--- src/rtl/ep0_csr_pkg.sv ---
package ep0_csr_pkg;

  // Bit positions inside the register; firmware decodes these.
  localparam int B_OUT   = 0;
  localparam int B_IN    = 1;
  localparam int B_SSENT = 2;
  localparam int B_DEND  = 3;
  localparam int B_SEND  = 4;
  localparam int B_STALL = 5;
  localparam int B_CLOUT = 6;
  localparam int B_CLSE  = 7;
  localparam int USED_W  = 8;

  // Decoded effects of one firmware write.
  typedef struct packed {
    logic clr_send;   // bit 7 strobe
    logic clr_out;    // bit 6 strobe
    logic stall_ld;   // load stall request
    logic stall_val;  // value loaded
    logic clr_ssent;  // bit 2 write-one-clear
    logic set_in;     // bit 1 write-one-set
  } wr_fx_t;

  // Flag state.
  typedef struct packed {
    logic stall;
    logic send;
    logic dend;
    logic ssent;
    logic in_rdy;
    logic out_rdy;
  } flags_t;

endpackage

--- src/rtl/ep0_csr_wdec.sv ---
module ep0_csr_wdec
  import ep0_csr_pkg::*;
#(
  parameter int DATA_W = 16,
  parameter int IDX_W  = 4
) (
  input  logic              bus_sel,
  input  logic              bus_wr,
  input  logic              bus_rd,
  input  logic [IDX_W-1:0]  bus_idx,
  input  logic [DATA_W-1:0] bus_wdata,
  output wr_fx_t            wr_fx,
  output logic              rd_hit
);

  logic hit;

  assign hit    = bus_sel && (bus_idx == '0);
  assign rd_hit = hit && bus_rd;

  always_comb begin
    wr_fx           = '0;
    if (hit && bus_wr) begin
      wr_fx.clr_send  = bus_wdata[B_CLSE];
      wr_fx.clr_out   = bus_wdata[B_CLOUT];
      wr_fx.stall_ld  = 1'b1;
      wr_fx.stall_val = bus_wdata[B_STALL];
      wr_fx.clr_ssent = bus_wdata[B_SSENT];
      wr_fx.set_in    = bus_wdata[B_IN];
    end
  end

endmodule

--- src/rtl/ep0_flag.sv ---
module ep0_flag #(
  parameter bit RST_VAL = 1'b0
) (
  input  logic clk,
  input  logic rst,
  input  logic set_i,
  input  logic clr_i,
  output logic q_o
);

  // Set has priority over clear.
  always_ff @(posedge clk) begin
    if (rst)        q_o <= RST_VAL;
    else if (set_i) q_o <= 1'b1;
    else if (clr_i) q_o <= 1'b0;
  end

endmodule

--- src/rtl/ep0_csr_flags.sv ---
module ep0_csr_flags
  import ep0_csr_pkg::*;
(
  input  logic   clk,
  input  logic   rst,
  input  wr_fx_t wr_fx,
  input  logic   se_rx_pkt,
  input  logic   se_tx_done,
  input  logic   se_last_load,
  input  logic   se_last_unload,
  input  logic   se_zero_len,
  input  logic   se_early_end,
  input  logic   se_bad_token,
  input  logic   se_proto_err,
  input  logic   se_status_done,
  output flags_t flags
);

  localparam int NF = 5;

  logic [NF-1:0] set_v, clr_v, q_v;

  // index 0 out_rdy, 1 in_rdy, 2 ssent, 3 dend, 4 send
  always_comb begin
    set_v[0] = se_rx_pkt;
    clr_v[0] = wr_fx.clr_out | (se_bad_token & flags.stall)
             | se_last_unload | se_zero_len;
    set_v[1] = se_last_load | se_zero_len | wr_fx.set_in;
    clr_v[1] = se_tx_done;
    set_v[2] = se_proto_err;
    clr_v[2] = wr_fx.clr_ssent;
    set_v[3] = se_last_load | se_last_unload | se_zero_len;
    clr_v[3] = se_status_done;
    set_v[4] = se_early_end & ~flags.dend;
    clr_v[4] = wr_fx.clr_send;
  end

  for (genvar i = 0; i < NF; i++) begin : g_flag
    ep0_flag #(.RST_VAL(1'b0)) u_flag (
      .clk  (clk),
      .rst  (rst),
      .set_i(set_v[i]),
      .clr_i(clr_v[i]),
      .q_o  (q_v[i])
    );
  end

  logic stall_q;

  always_ff @(posedge clk) begin
    if (rst)                stall_q <= 1'b0;
    else if (wr_fx.stall_ld) stall_q <= wr_fx.stall_val;
  end

  assign flags.out_rdy = q_v[0];
  assign flags.in_rdy  = q_v[1];
  assign flags.ssent   = q_v[2];
  assign flags.dend    = q_v[3];
  assign flags.send    = q_v[4];
  assign flags.stall   = stall_q;

endmodule

--- src/rtl/ep0_fifo_guard.sv ---
module ep0_fifo_guard (
  input  logic clk,
  input  logic rst,
  input  logic clr_send,
  input  logic se_rx_pkt,
  output logic flush_o,
  output logic blocked_o
);

  always_ff @(posedge clk) begin
    if (rst) flush_o <= 1'b0;
    else     flush_o <= clr_send;
  end

  ep0_flag #(.RST_VAL(1'b0)) u_block (
    .clk  (clk),
    .rst  (rst),
    .set_i(clr_send),
    .clr_i(se_rx_pkt),
    .q_o  (blocked_o)
  );

endmodule

--- src/rtl/ep0_csr.sv ---
module ep0_csr
  import ep0_csr_pkg::*;
#(
  parameter int DATA_W = 16,
  parameter int IDX_W  = 4
) (
  input  logic              clk,
  input  logic              rst,
  input  logic              bus_sel,
  input  logic              bus_wr,
  input  logic              bus_rd,
  input  logic [IDX_W-1:0]  bus_idx,
  input  logic [DATA_W-1:0] bus_wdata,
  output logic [DATA_W-1:0] bus_rdata,
  input  logic              se_rx_pkt,
  input  logic              se_tx_done,
  input  logic              se_last_load,
  input  logic              se_last_unload,
  input  logic              se_zero_len,
  input  logic              se_early_end,
  input  logic              se_bad_token,
  input  logic              se_proto_err,
  input  logic              se_status_done,
  output logic              stall_o,
  output logic              fifo_flush_o,
  output logic              fifo_blocked_o
);

  wr_fx_t wr_fx;
  logic   rd_hit;
  flags_t flags;
  logic [USED_W-1:0] view;

  ep0_csr_wdec #(.DATA_W(DATA_W), .IDX_W(IDX_W)) u_wdec (
    .bus_sel  (bus_sel),
    .bus_wr   (bus_wr),
    .bus_rd   (bus_rd),
    .bus_idx  (bus_idx),
    .bus_wdata(bus_wdata),
    .wr_fx    (wr_fx),
    .rd_hit   (rd_hit)
  );

  ep0_csr_flags u_flags (
    .clk           (clk),
    .rst           (rst),
    .wr_fx         (wr_fx),
    .se_rx_pkt     (se_rx_pkt),
    .se_tx_done    (se_tx_done),
    .se_last_load  (se_last_load),
    .se_last_unload(se_last_unload),
    .se_zero_len   (se_zero_len),
    .se_early_end  (se_early_end),
    .se_bad_token  (se_bad_token),
    .se_proto_err  (se_proto_err),
    .se_status_done(se_status_done),
    .flags         (flags)
  );

  ep0_fifo_guard u_guard (
    .clk      (clk),
    .rst      (rst),
    .clr_send (wr_fx.clr_send),
    .se_rx_pkt(se_rx_pkt),
    .flush_o  (fifo_flush_o),
    .blocked_o(fifo_blocked_o)
  );

  always_comb begin
    view          = '0;
    view[B_OUT]   = flags.out_rdy;
    view[B_IN]    = flags.in_rdy;
    view[B_SSENT] = flags.ssent;
    view[B_DEND]  = flags.dend;
    view[B_SEND]  = flags.send;
    view[B_STALL] = flags.stall;
  end

  always_ff @(posedge clk) begin
    if (rst)         bus_rdata <= '0;
    else if (rd_hit) bus_rdata <= {{(DATA_W-USED_W){1'b0}}, view};
    else             bus_rdata <= '0;
  end

  assign stall_o = flags.stall;

endmodule

--- config.mk ---
export PLATFORM = sky130hd
export DESIGN_NAME = ep0_csr
export DESIGN_NICKNAME = d
export VERILOG_FILES = /design/src/rtl/ep0_csr_pkg.sv /design/src/rtl/ep0_csr_wdec.sv /design/src/rtl/ep0_flag.sv /design/src/rtl/ep0_csr_flags.sv /design/src/rtl/ep0_fifo_guard.sv /design/src/rtl/ep0_csr.sv
export SDC_FILE = /design/constraint.sdc
export NUM_CORES = 1
export LEC_CHECK = 0
export ABC_CLOCK_PERIOD_IN_PS = 2400
export BUFFER_PORTS_ARGS = -buffer_cell sky130_fd_sc_hd__buf_2
export CORE_MARGIN = 2
export CORE_UTILIZATION = 38
export DETAILED_ROUTE_END_ITERATION = 16
export PLACE_DENSITY = 0.82
export SLEW_MARGIN = 10
export SYNTH_ARGS = -nofsm -noshare
export SYNTH_HDL_FRONTEND = slang
export SYNTH_SLANG_ARGS = --single-unit
--- constraint.sdc ---
create_clock -name clk -period 2.4 [get_ports clk]
set_input_delay 0.48 -clock clk [delete_from_list [all_inputs] [get_ports clk]]
set_output_delay 0.48 -clock clk [all_outputs]
set_load 0.05 [all_outputs]
Yosys cells after proc, flatten, opt, wreduce, memory -nomap -nowiden
Index checks and enable logic that the tools add are counted.

Flip-flop bits (word level): 24. Bits of input ports: 34. Output and inout bits: 19. Logic and storage cells: 45.

Multiplexer cells: 13. Bitwise gates (word level): 11. Reductions and logical operators: 11.

Operators by type and width (count): $mux W1 (12); $reduce_bool A2 Y1 (6); $or A1 B1 Y1 (7); $mux W6 (1); $logic_not A4 Y1 (1); $logic_and A1 B1 Y1 (3); $and A1 B1 Y1 (2); $not A1 Y1 (2); $reduce_or A2 Y1 (1).

Longest topological paths before layout
Depth in word-level cells: 9. Depth in mapped cells: 3. Depth with buffers taken out: 3.

By module
A second synthesis with hierarchy kept.

Cells, all modules: 66. Area, all modules: 670.6 um2.

Modules (own cells, without submodules): ep0_csr (instances 1, cells an instance 23, area an instance 251.5 um2, sequential area each 120.1 um2); ep0_flag (instances 6, cells an instance 4, area an instance 38.8 um2, sequential area each 20.0 um2); ep0_csr_wdec (instances 1, cells an instance 9, area an instance 81.3 um2, sequential area each 0.0 um2); ep0_csr_flags (instances 1, cells an instance 8, area an instance 71.3 um2, sequential area each 20.0 um2); ep0_fifo_guard (instances 1, cells an instance 2, area an instance 33.8 um2, sequential area each 20.0 um2).

Worst setup path before layout
OpenSTA, ideal clock, no wires.

Kind: input -> register. Start: in se_last_unload. End: reg u_flags.g_flag[0].u_flag.q_o. Setup time: 0.057 ns. Data arrival time: 1.223 ns. Data required time: 2.343 ns. Setup slack: 1.120 ns. Stages: 3. Path buffers: 0. Cells stage by stage: or4b_1 -> a21oi_1 -> a22o_2.

Word-level cells in the longest chain between the ends: 3.

RTL lines: from (decl) (RTL line ep0_csr.sv:18) `input logic se_last_unload,`; $or A1 B1 Y1 (2 in series) (RTL line ep0_csr_flags.sv:27) `| se_last_unload | se_zero_len;`; $reduce_bool A2 Y1 (no line); to (signal assigned) (RTL line ep0_flag.sv:13) `if (rst) q_o <= RST_VAL;`; to (signal assigned) (RTL line ep0_flag.sv:14) `else if (set_i) q_o <= 1'b1;`; to (signal assigned) (RTL line ep0_flag.sv:15) `else if (clr_i) q_o <= 1'b0;`; to (decl) (RTL line ep0_flag.sv:8) `output logic q_o`.

No other way between the ends. A chain may end at the register's enable or synchronous reset.

Final worst setup path
Start: reg u_flags.stall_q. End: out stall_o.

RTL lines: from (decl) (RTL line ep0_csr_flags.sv:48) `logic stall_q;`; from (signal assigned) (RTL line ep0_csr_flags.sv:52) `else if (wr_fx.stall_ld) stall_q <= wr_fx.stall_val;`; to (decl) (RTL line ep0_csr.sv:24) `output logic stall_o,`.

No word-level cell between the ends.

==> metrics <==
reg-to-reg slack, setup=1.29 ns; reg-to-reg critical path endpoint=u_flags.g_flag[0].u_flag.q_o; final instance area=756 um2; initial core utilization=39.8%; Synth Area in Adders=0%; CTS max path bufs=2; CP max FO=4; crit path buf inv count=1; Critical R2R Launch=u_flags.g_flag[0].u_flag.q_o; Yosys top cell area share=47.9%; unrepaired setup endpoints after global routing=false; CP Cell Sequence=buf_2; die height=43.3 um; setup TNS=0 ns; met2 global-route usage=26.6%; family with the most delay on the worst path=flip-flops; routed len/inst=10.9 um; Most Used Layer, Global Route=met2; number of antenna cells inserted=0; Port Buffers=31; hold crit path type=in2reg; clk_lat worst skew=0.27 ns; # resized after CTS=0; Area growth, synth to finish=29.1%; initial antenna violation count=0; Final period util=58.4%; GR met1 Demand/Resource=11.5%; synthesized area=586 um2; CTS clk-pin slew, worst paths=0.08 ns; first-pass GRT wire length=1770 um; final hold violation count=0; share of layout cells above drive strength 1=40.9%; CP Capture Type=primary output; drt pass-1 iters=4; compound-gate portion of the synthesized area=13.0%; leakage=0.419 nW; Tmin final=1.40 ns; largest net degree at the start of global routing=9; worst hold start=se_proto_err; count of pins over their slew limit=0; placed insts=105; CP max stage delay=0.37 ns; clock root cell=clkbuf_4; post-DP HPWL=982 um; Die X=43.3 um; Post-Syn Instances=59; CTS Buf Count=3; R2R cell count=3; Post-Route Utilization=51.4%; Routed WL=1190 um; Yosys reg bits=14; I/O pins=53; Startpoint Class=flip-flop; mux share of post-synthesis cell area=0%; Post-Synth XOR/XNOR Area=0%; largest family of logic cells by synthesized area=simple AND/OR/NAND/NOR gates; multi-input logic area=253 um2; simple-gate area share of the yosys netlist=23.7%; routed vias=514; Max Cap Viol=0; fin nets=128; row count=14; CTS Sinks=14; filler cell count in the final layout=144; Yosys top cell by area=dfxtp_1; Total GRT Usage=12.9%; area of the core=1470 um2; synth unique cells=20; GP Congestion=0.719; Worst path slowest cell=dfxtp_1; number of global-route vias before repair=471; CP arrival=0.92 ns; Post-CTS Setup Inserts=0; register area share after synthesis=47.9%; DRC viols=0; TritonCTS clock tree=done; H-Tree Depth=1; skew final=0.00174 ns; initial DRC count=5; syn_area_per_cell=9.92 um2; achievable frequency=0.714 GHz; CP endpoint=stall_o; die footprint=1870 um2; pwr/cell area=638 nW/um2; routed vias/inst=4.72; Setup Viol. Count Final=0; outcome=complete, no violations; global route total overflow=0; CP Class=reg2out; Synth area leaders=dfxtp_1 (48%), buf_4 (13%), and3_1 (8.5%); Min Hold Slack=0.416 ns; maximum vdd ir drop=0.000219 V; Yosys warnings=0; met3 GRT Util=2.55%; Required @ worst endpoint=1.92 ns; FF/Latch Area=280 um2; Area after DPL=719 um2; Hold Buf Count CTS=0; antenna-violating nets left=0; Worst Setup SP=u_flags.stall_q; Layout Cells excl Fill=109; Worst path depth=1
-- per-layer routing --
metal | vias to the layer above | share of wire (%) | wire length, um
met4 | 0 | 0.42 | 5
met5 | - | 0 | 0
met1 | 227 | 36 | 425
met3 | 2 | 9.5 | 113
met2 | 27 | 54 | 647
li1 | 258 | - | -
-- cell families (layout without fill, tap and decap cells) --
logic type,after synthesis,in the layout
buf+inv,13,38
simple gates,20,20
other cells,1,10
flops,14,14
compound gates,11,11
-- power breakdown --
group	internal (mW)	switching [mW]
Clock	0.0921	0.0721
Sequential	0.239	0.00319
Combinational	0.0223	0.0537
-- final cells by class --
cell class | count | area share, %
sequential | 14 | 37.1
multi-input combinational | 41 | 33.4
timing repair buffer | 31 | 20.5
clock buffer | 4 | 4.80
tap | 16 | 2.65
inverter | 3 | 1.49
-- sequential cells by signal (all words and copies together), names as in the netlist --
signal / flops
u_flags.g_flag.u_flag.q_o: 5
u_guard.flush_o: 1
bus_rdata: 6
u_guard.u_block.q_o: 1
u_flags.stall_q: 1
-- worst min path at each step --
stage / slack, ns / depth (start not counted) / endpoint
after global routing: 0.42 / 2 / u_flags.g_flag[2].u_flag.q_o
final: 0.42 / 2 / u_flags.g_flag[2].u_flag.q_o
after floorplan: 0.44 / 1 / bus_rdata[0]
after global placement: 0.46 / 2 / u_guard.u_block.q_o
after CTS: 0.41 / 2 / u_flags.g_flag[2].u_flag.q_o
after detailed placement: 0.46 / 1 / bus_rdata[0]
-- layout by cell type (no fill, tap or decap), drive strengths merged, types with 2 or more instances in the layout --
| cell | instances |
|---|---|
| a21oi | 5 |
| and3 | 8 |
| buf | 31 |
| clkbuf | 4 |
| conb | 10 |
| dfxtp | 14 |
| inv | 3 |
| nand2b | 3 |
| nand3 | 2 |
| nor2 | 2 |
| nor3b | 2 |
-- Yosys cell counts --
library cell	number
a211oi_1	1
a21oi_1	5
a22o_2	1
a31oi_1	1
a32o_1	1
a41o_1	1
and3_1	8
buf_4	10
conb_1	1
dfxtp_1	14
inv_1	3
nand2b_1	3
nand3_1	2
nand4_1	1
nor2_1	2
nor3_1	1
nor3b_2	1
nor3b_4	1
o21a_1	1
or4b_1	1
-- through the flow --
step	setup WS (ns)	total power [mW]
floorplan	1.12	0.309
global route	0.964	0.503
CTS	0.993	0.486
finish	0.999	0.482
global placement	0.951	0.321
detailed placement	0.889	0.323
(Power assumes the default switching activity.)
